<file path="src/rtl/ring_burst_pkg.sv">
package ring_burst_pkg;

    localparam int QW_SHIFT   = 4;
    localparam int WORD_SHIFT = 2;
    localparam int WORD_BYTES = 1 << WORD_SHIFT;

    typedef enum logic [1:0] {
        SEQ_IDLE = 2'd0,
        SEQ_HEAD = 2'd1,
        SEQ_TAIL = 2'd2,
        SEQ_FIN  = 2'd3
    } seq_state_e;

endpackage

</file>
<file path="src/rtl/rbs_cfg_check.sv">
module rbs_cfg_check
    import ring_burst_pkg::*;
#(
    parameter int AW = 32
) (
    input  logic [AW-1:0] base,
    input  logic [AW-1:0] mask,
    input  logic [AW-1:0] addr,
    output logic          bad
);
    localparam int LOWW = QW_SHIFT;

    logic [AW-1:0] low_ones;
    logic [AW:0]   size_w;
    logic [AW:0]   size_m1;
    logic          mask_low_bad;
    logic          size_bad;
    logic          base_bad;
    logic          addr_bad;

    always_comb begin
        low_ones     = mask | {{(AW-LOWW){1'b0}}, {LOWW{1'b1}}};
        size_w       = {1'b0, mask} + (AW+1)'(1 << QW_SHIFT);
        size_m1      = {1'b0, low_ones};
        mask_low_bad = (mask[LOWW-1:0] != '0);
        size_bad     = ((size_w & size_m1) != '0);
        base_bad     = ((base & low_ones) != '0);
        addr_bad     = (addr[LOWW-1:0] != '0) || ((addr & ~low_ones) != base);
        bad          = mask_low_bad || size_bad || base_bad || addr_bad;
    end
endmodule

</file>
<file path="src/rtl/rbs_split_calc.sv">
module rbs_split_calc
    import ring_burst_pkg::*;
#(
    parameter int AW = 32,
    parameter int QW = 16
) (
    input  logic [AW-1:0]   base,
    input  logic [AW-1:0]   mask,
    input  logic [AW-1:0]   addr,
    input  logic [QW-1:0]   req_qwc,
    input  logic [QW-1:0]   ring_qwc,
    input  logic [1:0]      off,
    output logic [AW-1:0]   p1_addr,
    output logic [QW+1:0]   p1_words,
    output logic [QW+1:0]   p2_words
);
    logic [QW-1:0] qwc_eff;
    logic [QW-1:0] head_q;
    logic [AW-1:0] ring_end;
    logic [AW-1:0] span_q;

    always_comb begin
        qwc_eff  = (req_qwc < ring_qwc) ? req_qwc : ring_qwc;
        ring_end = base + mask + AW'(1 << QW_SHIFT);
        span_q   = (ring_end - addr) >> QW_SHIFT;
        if ({{(AW-QW){1'b0}}, qwc_eff} > span_q) begin
            head_q = span_q[QW-1:0];
        end else begin
            head_q = qwc_eff;
        end
        if (qwc_eff == '0) begin
            p1_words = '0;
        end else begin
            p1_words = ({2'b00, head_q} << 2) - {{QW{1'b0}}, off};
        end
        p2_words = {2'b00, qwc_eff - head_q} << 2;
        p1_addr  = addr + {{(AW-4){1'b0}}, off, 2'b00};
    end
endmodule

</file>
<file path="src/rtl/rbs_burst_seq.sv">
module rbs_burst_seq
    import ring_burst_pkg::*;
#(
    parameter int AW = 32,
    parameter int QW = 16
) (
    input  logic          clk,
    input  logic          rst,
    input  logic          start,
    input  logic          start_err,
    input  logic [AW-1:0] p1_addr,
    input  logic [QW+1:0] p1_words,
    input  logic [QW+1:0] p2_words,
    input  logic [AW-1:0] ring_base,
    input  logic          stall,
    input  logic          out_ready,
    output logic          out_valid,
    output logic [AW-1:0] out_addr,
    output logic          out_part,
    output logic          out_last,
    output logic          fin,
    output logic          fin_err,
    output logic          fin_stalled,
    output logic [QW+1:0] sent_words,
    output logic          idle
);
    seq_state_e    state_q;
    logic [AW-1:0] addr_q;
    logic [QW+1:0] left_q;
    logic [QW+1:0] tail_q;
    logic [QW+1:0] sent_q;
    logic          err_q;
    logic          stl_q;
    logic          bursting;
    logic          part_end;

    assign bursting = (state_q == SEQ_HEAD) || (state_q == SEQ_TAIL);
    assign part_end = (left_q == (QW+2)'(1));

    always_ff @(posedge clk) begin
        if (rst) begin
            state_q <= SEQ_IDLE;
            addr_q  <= '0;
            left_q  <= '0;
            tail_q  <= '0;
            sent_q  <= '0;
            err_q   <= 1'b0;
            stl_q   <= 1'b0;
        end else begin
            case (state_q)
                SEQ_IDLE: begin
                    if (start) begin
                        sent_q <= '0;
                        stl_q  <= 1'b0;
                        err_q  <= start_err;
                        addr_q <= p1_addr;
                        left_q <= p1_words;
                        tail_q <= p2_words;
                        if (start_err || (p1_words == '0)) begin
                            state_q <= SEQ_FIN;
                        end else begin
                            state_q <= SEQ_HEAD;
                        end
                    end
                end
                SEQ_HEAD, SEQ_TAIL: begin
                    if (stall) begin
                        stl_q   <= 1'b1;
                        state_q <= SEQ_FIN;
                    end else if (out_ready) begin
                        sent_q <= sent_q + (QW+2)'(1);
                        if (part_end) begin
                            if ((state_q == SEQ_HEAD) && (tail_q != '0)) begin
                                state_q <= SEQ_TAIL;
                                addr_q  <= ring_base;
                                left_q  <= tail_q;
                            end else begin
                                state_q <= SEQ_FIN;
                            end
                        end else begin
                            addr_q <= addr_q + AW'(WORD_BYTES);
                            left_q <= left_q - (QW+2)'(1);
                        end
                    end
                end
                default: begin
                    state_q <= SEQ_IDLE;
                end
            endcase
        end
    end

    assign out_valid   = bursting && !stall;
    assign out_addr    = addr_q;
    assign out_part    = (state_q == SEQ_TAIL);
    assign out_last    = bursting && part_end;
    assign fin         = (state_q == SEQ_FIN);
    assign fin_err     = err_q;
    assign fin_stalled = stl_q;
    assign sent_words  = sent_q;
    assign idle        = (state_q == SEQ_IDLE);
endmodule

</file>
<file path="src/rtl/ring_burst_splitter.sv">
module ring_burst_splitter
    import ring_burst_pkg::*;
#(
    parameter int AW = 32,
    parameter int QW = 16
) (
    input  logic          clk,
    input  logic          rst,
    input  logic [AW-1:0] cfg_base,
    input  logic [AW-1:0] cfg_mask,
    input  logic          req_valid,
    output logic          req_ready,
    input  logic [AW-1:0] req_addr,
    input  logic [QW-1:0] req_qwc,
    input  logic [QW-1:0] ring_qwc,
    input  logic          req_resume,
    input  logic          stall,
    output logic          out_valid,
    input  logic          out_ready,
    output logic [AW-1:0] out_addr,
    output logic          out_part,
    output logic          out_last,
    output logic          done,
    output logic          done_err,
    output logic          done_stalled,
    output logic [QW-1:0] done_qwc,
    output logic [AW-1:0] done_addr,
    output logic [1:0]    done_off
);
    typedef struct packed {
        logic [AW-1:0] start;
        logic [1:0]    off;
    } req_ctx_t;

    req_ctx_t      ctx_q;
    logic [1:0]    off_store_q;
    logic [1:0]    off_use;
    logic          accept;
    logic          cfg_bad;
    logic          seq_idle;
    logic [AW-1:0] p1_addr;
    logic [QW+1:0] p1_words;
    logic [QW+1:0] p2_words;
    logic [QW+1:0] sent_words;
    logic [QW+1:0] sum_words;
    logic [AW-1:0] advance;
    logic          fin;
    logic          fin_err;
    logic          fin_stalled;

    assign off_use   = req_resume ? off_store_q : 2'b00;
    assign req_ready = seq_idle;
    assign accept    = req_valid && seq_idle;

    rbs_cfg_check #(.AW(AW)) u_cfg (
        .base (cfg_base),
        .mask (cfg_mask),
        .addr (req_addr),
        .bad  (cfg_bad)
    );

    rbs_split_calc #(.AW(AW), .QW(QW)) u_split (
        .base     (cfg_base),
        .mask     (cfg_mask),
        .addr     (req_addr),
        .req_qwc  (req_qwc),
        .ring_qwc (ring_qwc),
        .off      (off_use),
        .p1_addr  (p1_addr),
        .p1_words (p1_words),
        .p2_words (p2_words)
    );

    rbs_burst_seq #(.AW(AW), .QW(QW)) u_seq (
        .clk         (clk),
        .rst         (rst),
        .start       (accept),
        .start_err   (cfg_bad),
        .p1_addr     (p1_addr),
        .p1_words    (p1_words),
        .p2_words    (p2_words),
        .ring_base   (cfg_base),
        .stall       (stall),
        .out_ready   (out_ready),
        .out_valid   (out_valid),
        .out_addr    (out_addr),
        .out_part    (out_part),
        .out_last    (out_last),
        .fin         (fin),
        .fin_err     (fin_err),
        .fin_stalled (fin_stalled),
        .sent_words  (sent_words),
        .idle        (seq_idle)
    );

    always_ff @(posedge clk) begin
        if (rst) begin
            ctx_q       <= '0;
            off_store_q <= 2'b00;
        end else begin
            if (accept) begin
                ctx_q.start <= req_addr;
                ctx_q.off   <= off_use;
            end
            if (fin && !fin_err) begin
                off_store_q <= sum_words[1:0];
            end
        end
    end

    always_comb begin
        sum_words    = sent_words + {{QW{1'b0}}, ctx_q.off};
        advance      = ctx_q.start + {{(AW-QW-4){1'b0}}, sum_words[QW+1:2], 4'h0};
        done         = fin;
        done_err     = fin && fin_err;
        done_stalled = fin && fin_stalled;
        if (fin_err) begin
            done_qwc  = '0;
            done_off  = 2'b00;
            done_addr = ctx_q.start;
        end else begin
            done_qwc  = sum_words[QW+1:2];
            done_off  = sum_words[1:0];
            done_addr = cfg_base + (advance & cfg_mask);
        end
    end
endmodule

</file>
<file path="config.mk">
export PLATFORM = sky130hd
export DESIGN_NAME = ring_burst_splitter
export DESIGN_NICKNAME = d
export VERILOG_FILES = /design/src/rtl/ring_burst_pkg.sv /design/src/rtl/rbs_cfg_check.sv /design/src/rtl/rbs_split_calc.sv /design/src/rtl/rbs_burst_seq.sv /design/src/rtl/ring_burst_splitter.sv
export SDC_FILE = /design/constraint.sdc
export NUM_CORES = 1
export LEC_CHECK = 0
export BUFFER_PORTS_ARGS = -buffer_cell sky130_fd_sc_hd__clkbuf_2
export CORE_UTILIZATION = 55
export CTS_CLUSTER_DIAMETER = 40
export CTS_CLUSTER_SIZE = 12
export DETAILED_ROUTE_END_ITERATION = 10
export PLACE_DENSITY_LB_ADDON = 0.1
export SYNTH_ARGS = -nofsm -noshare
export SYNTH_HDL_FRONTEND = slang
export SYNTH_HIERARCHICAL = 1
export SYNTH_SLANG_ARGS = --single-unit
</file>
<file path="constraint.sdc">
create_clock -name clk -period 7.45 [get_ports clk]
set_input_delay 0.3725 -clock clk [delete_from_list [all_inputs] [get_ports clk]]
set_output_delay 0.3725 -clock clk [all_outputs]
set_load 0.01 [all_outputs]
</file>
==> results.toml <==
[run_status]
status = "complete, but fails checks"
violations = "design-rule violations"

[setup_path]
crit_top_cell = "buf_4"
cp_max_fo = 12
cp-end-kind = "flop"
critPathMaxStageDelay_ps = 780
reg2reg_depth = 12
cp_slowest_cell = "a2111oi_0"
rr_endpoint = "u_seq/out_addr[26]$_SDFFE_PP0P_"
r2r-start = "off_store_q[1]$_SDFFE_PP0P_"
worstSetupPathType = "in2reg"
start_kind = "input port"
worst-endpoint-arrival_ps = 7500
rrSetupSlack_ps = 3360
cp_data_required_time_ps = 7760

[job]
maxCapViolCount = 0

[placed_design]
dpl.cell_count = 3127
dpl.hpwl_um = 56580
dp_slack_ps = -136.5
gp_congestion = 1.023
io_buffers = 222

[synth]
synth_flop_cell = "dfxtp_1"
yosysWarnings = 6
synth_area_leaders = "dfxtp_1 (14%), ha_1 (11%), a21oi_1 (6.4%), nand2_1 (6.2%), xnor2_1 (6.0%)"
ys_seq_area_share_pct = 14.16
synth_cells = 2491
synth_cell_types = 108
synth_top_area_cell = "dfxtp_1"
yosys-top-cells-count = "nand2_1 (293), a21oi_1 (229), nor2_1 (168), ha_1 (160), inv_1 (159)"
synth_most_common_cell = "nand2_1"
synth_area_um2 = 17810
synth.top_cell.area_share_pct = 14.16
avgSynthCellArea_um2 = 7.151
ys_ff_latch = 126
async_reset_ff_share_pct = 0
synth_edf_count = 0

[clock_tree]
cts_max_level = 4
cts_buffer_depth = 2
cts_root_buf = "clkbuf_16"
cts_inserted_buffers = 17
cts_sinks = 126
worstSkewPairLatency_ps = 450
tritoncts = "yes"
clk_pin_slew_worst_paths_ps = 70
hold_buffers = 0

[sta]
drv_slew = 0
worst-slew-pin-transition_ps = 1051
hold-worst-slack_ps = 205.0
period_share_pct = 96.45
fin_skew_ps = 13.54
fin_ws_ps = 264.8
max_freq_mhz = 139.2
final_hold_viol_count = 0
setup_viol = 0
period_needed_ps = 7185
slew_headroom_pct = 29.31

[routing]
wirelength_um = 71500
drc_errors = 2
routedWlPerCell_um = 22.60
firstDrtPassIters = 11
dr.first_iter.drc_count = 2697
postRouteAntennaNets = 0
vias_per_cell = 6.595
num_vias = 20870

[final_layout]
area_growth_pct = 15.39
drive_above_1_share_pct = 16.41
fill_cells = 2993
finalNetCount = 3076
layoutNonFillerInstCount = 3164

[grt]
grt_usage_pct = 42.11
grt_first_pass_wirelength_um = 108300
grt.overflow.total = 0
antenna_found_initial = 2
grt_pass1_vias = 19000
grt_max_degree = 57

[power_and_ir_drop]
total_power_w = 0.005830
power_density_nw_per_um2 = 283.6
cellLeakagePower_nw = 9.004
ir_worst_vdd_uv = 303.5

[die]
fp.coreArea_um2 = 31720
ioPinCount = 223
initial_utilization_pct = 56.16
rows = 65
die_height_um = 182.0
die_area_um2 = 33110
die_x_um = 182.0

[hold_path]
hold_end = "ctx_q[3]$_SDFFE_PP0P_"
whs_path_depth = 3
hp-class = "in2reg"
holdCritStartpoint = "req_addr[1]"
[registers in the layout, summed over array words and instances, names as in the netlist]
register / cells
u_seq/left_q: 18
u_seq/tail_q: 18
off_store_q: 2
u_seq/sent_words: 18
u_seq/out_addr: 32
u_seq/fin_err: 1
u_seq/state_q: 2
ctx_q: 34
u_seq/fin_stalled: 1
[critical path: cells and delay by family]
kind / cells / cell delay [ps]
fa+ha+maj: 4 / 1560
mux: 1 / 430
xor+xnor: 1 / 280
buf+inv: 5 / 890
simple gates: 7 / 840
compound gates: 12 / 3110
[routing by layer]
| layer | wire length (µm) | up-vias | global-route usage (%) |
|---|---|---|---|
| met1 | 29910 | 9752 | 55.99 |
| met2 | 30410 | 1269 | 64.28 |
| met3 | 7564 | 250 | 9.426 |
| li1 | - | 9594 | - |
| met4 | 3603 | 2 | 20.27 |
| met5 | 8 | - | 0 |
[cell type report]
class | instances | area [µm²] | share of cell area, %
multi-input cells | 2102 | 14300 | 69.56
flip-flops and latches | 126 | 2524 | 12.28
repair buffers | 339 | 1989 | 9.679
inverters | 162 | 608.1 | 2.958
well taps | 402 | 503.0 | 2.447
clock buffers | 17 | 425.4 | 2.070
clock inverters | 15 | 203.9 | 0.9922
diodes | 1 | 2.502 | 0.01217
[worst max path at each step]
stage | start | to | slack (ps) | cells past startpoint
final | cfg_base[3] | u_seq/state_q[1]$_SDFFE_PP0P_ | 260 | 30
after global routing | req_addr[3] | u_seq/state_q[1]$_SDFFE_PP0P_ | -40 | 29
after CTS | u_seq/sent_words[0]$_SDFFE_PP0P_ | done_addr[31] | 140 | 24
after detailed placement | cfg_base[3] | u_seq/state_q[1]$_SDFFE_PP0P_ | -140 | 28
after global placement | cfg_base[3] | u_seq/state_q[1]$_SDFFE_PP0P_ | 70 | 29
after floorplan | req_addr[3] | u_seq/state_q[1]$_SDFFE_PP0P_ | 180 | 29
[through the flow]
stage,cell area (µm²),setup TNS (ps),utilization (%)
floorplan,17820,0,-
global placement,19830,0,62.53
detailed placement,19830,-197.2,62.53
CTS,20460,0,64.51
global route,20550,-91.02,64.80
finish,20550,0,64.80
[cell families (layout without fill, tap and decap cells)]
family          count (synthesis)  in the layout  synth area share (%)
fa+ha+maj                     197            197                 15.23
compound gates                717            717                 26.35
xor+xnor                      168            168                 8.260
flops                         126            126                 14.16
mux                            33             33                 2.009
buf+inv                       264            533                 5.984
simple gates                  985            985                 27.99
other cells                     1              3               0.02105
[where the power goes]
group	internal [W]	total, W	switching (W)
Sequential	0.000816	0.00101	0.000195
Combinational	0.00144	0.00389	0.00245
Clock	0.000540	0.000927	0.000388
Total	0.00280	0.00583	0.00303
[what timing repair did]
action,in CTS,in global routing
setup buffers,0,4
endpoints found under the setup margin,0,8
hold endpoints to repair,0,0
gates resized for setup,0,13
[placed cells by master, fill, tap and decap left out, types with 60 or more instances in the layout]
cell type / n
nand3_1: 106
dfxtp_1: 125
nor3_1: 66
nor2_1: 168
a21oi_1: 228
clkbuf_2: 221
ha_1: 158
o21ai_0: 121
buf_4: 117
nand4_1: 60
nand2_1: 293
xnor2_1: 123
inv_1: 159
Note: power is estimated with default switching activity, not from simulation.
